### config.mk
export PLATFORM = sky130hd
export DESIGN_NAME = fpmac_unit
export DESIGN_NICKNAME = d
export VERILOG_FILES = /design/src/rtl/fpmac_unit.sv
export SDC_FILE = /design/constraint.sdc
export NUM_CORES = 2
export LEC_CHECK = 0
export BUFFER_PORTS_ARGS = -buffer_cell sky130_fd_sc_hd__buf_2
export CAP_MARGIN = 20
export CORE_ASPECT_RATIO = 1.2
export CORE_MARGIN = 5
export CORE_UTILIZATION = 70
export DETAILED_ROUTE_END_ITERATION = 10
export GPL_TIMING_DRIVEN = 0
export PLACE_DENSITY = 0.89
export SLEW_MARGIN = 20
export SYNTH_ARGS = -nofsm -noshare
export SYNTH_HDL_FRONTEND = slang
export SYNTH_SLANG_ARGS = --single-unit
### constraint.sdc
create_clock -name clk -period 20.2 [get_ports clk]
set_clock_uncertainty 0.2 [all_clocks]
set_input_delay 1.01 -clock clk [delete_from_list [all_inputs] [get_ports clk]]
set_output_delay 1.01 -clock clk [all_outputs]
set_load 0.005 [all_outputs]
### src/rtl/fpmac_unit.sv
module fpmac_unit #(
  parameter logic [23:0] A_CLR    = 24'h801000,
  parameter logic [23:0] A_CONST  = 24'h802000,
  parameter logic [23:0] A_STREAM = 24'h803000,
  parameter logic [23:0] A_RESULT = 24'h804000
) (
  input  logic        clk,
  input  logic        rst_n,
  input  logic [23:0] bus_addr,
  input  logic        bus_wr,
  input  logic [31:0] bus_wdata,
  output logic [31:0] bus_rdata,
  output logic        busy,
  output logic        mac_done,
  output logic        clr_done
);
  localparam logic [31:0] ZERO    = 32'h8000_0000;
  localparam logic [31:0] POS_MAX = 32'hFFFF_FFFF;
  localparam logic [31:0] NEG_MAX = 32'h7FFF_FFFF;

  function automatic logic [31:0] pack(input logic s, input logic signed [10:0] e,
                                       input logic [22:0] m);
    if (e > 11'sd255)    return s ? POS_MAX : NEG_MAX;
    else if (e < 11'sd0) return ZERO;
    else                 return {s, e[7:0], m};
  endfunction

  function automatic logic [31:0] fmul(input logic [31:0] a, input logic [31:0] b);
    logic [47:0] p;
    logic signed [10:0] e;
    logic [22:0] m;
    if (a[30:0] == 31'd0 || b[30:0] == 31'd0) return ZERO;
    p = {24'd0, 1'b1, a[22:0]} * {24'd0, 1'b1, b[22:0]};
    e = $signed({3'b000, a[30:23]}) + $signed({3'b000, b[30:23]}) - 11'sd128;
    if (p[47]) begin
      e = e + 11'sd1;
      m = p[46:24];
    end else begin
      m = p[45:23];
    end
    return pack(a[31] ~^ b[31], e, m);
  endfunction

  function automatic logic [31:0] fadd(input logic [31:0] a, input logic [31:0] b);
    logic [31:0] x, y;
    logic [7:0]  d;
    logic [24:0] mx, my, sum;
    logic [4:0]  sh;
    logic signed [10:0] e;
    logic [22:0] m;
    if (a[30:0] == 31'd0) return (b[30:0] == 31'd0) ? ZERO : b;
    if (b[30:0] == 31'd0) return a;
    if (a[30:0] >= b[30:0]) begin x = a; y = b; end
    else                    begin x = b; y = a; end
    d  = x[30:23] - y[30:23];
    mx = {2'b01, x[22:0]};
    my = {2'b01, y[22:0]} >> d;
    e  = $signed({3'b000, x[30:23]});
    if (x[31] == y[31]) begin
      sum = mx + my;
      if (sum[24]) begin
        e = e + 11'sd1;
        m = sum[23:1];
      end else begin
        m = sum[22:0];
      end
    end else begin
      sum = mx - my;
      if (sum == 25'd0) return ZERO;
      sh = 5'd0;
      for (int i = 0; i < 24; i++)
        if (sum[i]) sh = 5'(23 - i);
      sum = sum << sh;
      e = e - $signed({6'b000000, sh});
      m = sum[22:0];
    end
    return pack(x[31], e, m);
  endfunction

  logic [31:0] const_q, acc_q, prod_q;
  logic        busy_q, done_q, cdone_q;

  wire wr_clr    = bus_wr && (bus_addr == A_CLR);
  wire wr_const  = bus_wr && (bus_addr == A_CONST);
  wire wr_stream = bus_wr && (bus_addr == A_STREAM);
  wire start     = wr_stream && !busy_q;

  always_ff @(posedge clk) begin
    if (!rst_n) begin
      const_q <= ZERO;
      acc_q   <= ZERO;
      prod_q  <= ZERO;
      busy_q  <= 1'b0;
      done_q  <= 1'b0;
      cdone_q <= 1'b0;
    end else begin
      busy_q  <= start;
      done_q  <= busy_q;
      cdone_q <= wr_clr;
      if (wr_const) const_q <= bus_wdata;
      if (start)    prod_q  <= fmul(const_q, bus_wdata);
      if (wr_clr)      acc_q <= ZERO;
      else if (busy_q) acc_q <= fadd(acc_q, prod_q);
    end
  end

  assign bus_rdata = (bus_addr == A_RESULT) ? acc_q :
                     (bus_addr == A_CONST)  ? const_q : 32'd0;
  assign busy     = busy_q;
  assign mac_done = done_q;
  assign clr_done = cdone_q;
endmodule

==> flow_summary.ini <==
[run_status]
outcome = finished clean

[yosys]
synthArstFlopShare_pct = 0
mappedNetlistNets = 4734
netlist-cell-type-count = 104
ys.warnings.count = 0
post_synthesis_average_cell_area_sq_um = 8.02
mapped_cell_area_sq_um = 31400
count_of_state_elements_after_synthesis = 99
synth_mux_area_share_pct = 4.30
synth_sequential_area_ratio_pct = 6.31
ys.flop_type = sky130_fd_sc_hd__dfxtp_1
synth-compound-area-share_pct = 15.1
synth_simple_gate_area_share_pct = 19.2
synth_top_family_by_area = adder cells
synth_cells = 3919
synthXorXnorAreaFrac_pct = 2.42
synth-adder-area-share_pct = 41.7
synth-edff-count = 0

[job]
drv.max_cap_violation_count = 0

[place]
numPortBuffers = 89
number_of_placed_instances_with_taps_included = 4573
dpl_cell_area_sq_um = 32600
hpwl_mm = 89.1
post-place-ws_ns = 7.71
gp_congestion = 1.13

[global_route]
top_usage_layer = met2
globalRouteMet1Util_pct = 50.1
globalRouteTotalUtil_pct = 44.5
number_of_global_route_vias_before_repair = 30400
groute.layer.met2.usage_pct = 68.3
grt.overflow.total = 0
grt_start_max_net_pins = 19
grt_pass1_wl_mm = 170
grt.met3_usage_pct = 13.9
initial_antenna_violation_count = 5

[drt]
drc = 0
drt-wirelength-per-cell_um = 24.1
drtIter0Drc = 3778
drtPass1Iterations = 11
finalWirelength_mm = 111
vias_per_cell = 6.59
num_vias = 30300
ant_nets = 0

[power]
static_leakage_power_nw = 15.8
cellPowerDensity_nw_per_um2 = 14.6
vdd.ir_drop.worst_mv = 0.0470

[setup_path]
crit_slowest_cell = sky130_fd_sc_hd__dfxtp_1
timing.critical_path.to_type = register
timing.critical_path.from_type = register
worstSetupPathType = reg -> reg
timing.critical_path.fanout_max = 10
worst_path_largest_cell_delay_ns = 0.56
crit_required_ns = 20.25
worstPathArrival_ns = 13.17

[timing]
hold_viol_final = 0
max-slew-margin-rel_pct = 20.0
holdWs_ns = 0.313
grt_setup_unrepaired = false
post-route-period-util_pct = 65.0
clock.fmax_mhz = 76.2
period_needed_ns = 13.12
finalSetupTns_ns = 0
finalSetupViolations = 0
worst_slack_ns = 7.08
tightestPinTransition_ns = 1.17
maxSlewViolCount = 0

[clock_tree]
cts_tree = done
clk_pin_slew_ns = 0.08
clockBufferDepth = 2
cts-hold-fix-buffers = 0
post-cts-setup-buffers = 0
ctsResizeCount = 0
tritoncts_num_sinks = 99
clock_tree_root_driver_cell = sky130_fd_sc_hd__clkbuf_16
clk-insertion-delay-late_ns = 0.36
cts_htree_levels = 3
tritoncts.num_buffers = 9

[die]
dieArea_sq_um = 49200
core.rowCount = 85
initial_utilization_pct = 70.3
floorplan.die.width_um = 203
io_pins = 94
coreArea_sq_um = 44700
chipHeight_um = 242

[finish]
postLayoutCellArea_sq_um = 33000
drive_above_1_share_pct = 5.79
final_nets = 4835
area.growth.synth_to_final_pct = 4.88
instances_no_fill = 4594

[worst_hold_path]
worstHoldPathType = reg -> reg
## cell usage after synthesis (66+ instances only)
cell type                    n  area, sq um
sky130_fd_sc_hd__nor3_1     66          330
sky130_fd_sc_hd__ha_1      271         3390
sky130_fd_sc_hd__dfxtp_1    99         1980
sky130_fd_sc_hd__mux2i_1    90          901
sky130_fd_sc_hd__inv_1     645         2420
sky130_fd_sc_hd__nor2_1    163          612
sky130_fd_sc_hd__a21oi_1   216         1080
sky130_fd_sc_hd__o21ai_0    91          455
sky130_fd_sc_hd__fa_1      485         9710
sky130_fd_sc_hd__nand2_1   555         2080
sky130_fd_sc_hd__and2_1    219         1370
sky130_fd_sc_hd__clkbuf_1  206          773
## placed cells by master (no fill, tap or decap), drive strengths merged, types with 9 or more instances in the layout
cell and count:
and3 15, buf 130, nand2b 16, and2 219
mux2 36, o21bai 17, fa 485, nand3 44
o21ai 100, nand3b 9, o21a 16, xor2 28
nor4 44, a31oi 20, a21o 46, nor2b 33
nand4 26, ha 271, dfxtp 99, a221oi 10
clkbuf 217, nand2 557, a21oi 219, nor2 164
inv 651, mux2i 90, o2111ai 12, a211o 10
or2 19, xnor2 58, o211ai 50, or3 19
a22o 36, o22ai 13, a211oi 28, nor3 67
o31ai 15, a22oi 13
## final cells by class
class	instances	area (sq um)
inverter	651	2440
clock inverter	6	105
sequential	99	1980
clock buffer	10	239
tap	565	707
fill	3286	11700
timing repair buffer	90	453
buffer	247	1000
multi-input combinational	2922	26000
antenna	4	10.0
## per-stage QoR
stage / util (%) / total power, mW
2_1_floorplan: - / 0.241
3_3_place_gp: 72.9 / 0.273
3_5_place_dp: 72.9 / 0.275
4_1_cts: 73.7 / 0.473
5_1_grt: 73.8 / 0.488
6_report: 73.8 / 0.480
## where the power goes
group          internal, mW  switching (mW)
logic                0.0217          0.0588
registers             0.195   0.00000000929
clock network         0.115          0.0902
total                 0.331           0.149
## worst max-delay path, delay by kind of cell (launching register included)
family | cells | cell delay, ns
AOI/OAI and AO/OA | 21 | 5.52
and+or+nand+nor | 15 | 2.77
buffers and inverters | 8 | 1.87
adders and majority gates | 5 | 1.78
DFF | 1 | 0.56
xor gates and xnor gates | 1 | 0.15
muxes | 1 | 0.11
## metal layers
layer / vias to the layer above / routed length [um]
li1: 13000 / -
met1: 14200 / 35200
met2: 2317 / 48400
met3: 796 / 13800
met4: 0 / 13100
met5: - / 0
## logic make-up after synthesis
logic type	count (synthesis)
and+or+nand+nor	1253
AOI/OAI and AO/OA	699
xor gates and xnor gates	86
adders and majority gates	756
DFF	99
muxes	128
buffers and inverters	898
## worst paths after layout
check	to	startpoint	cells after the start	slack [ns]
max	acc_q[0]$_SDFFE_PP0P_	prod_q[23]$_SDFFE_PN0P_	51	7.08
min	const_q[23]$_SDFFE_PN0P_	const_q[23]$_SDFFE_PN0P_	2	0.31
max reg2reg	acc_q[0]$_SDFFE_PP0P_	prod_q[23]$_SDFFE_PN0P_	51	7.08
min reg2reg	const_q[23]$_SDFFE_PN0P_	const_q[23]$_SDFFE_PN0P_	2	0.31
## state kept, by name, indices dropped and copies added (netlist names)
register / flops
busy: 1
const_q: 32
acc_q: 32
clr_done: 1
mac_done: 1
prod_q: 32
Note: power is estimated with default switching activity, not from simulation.
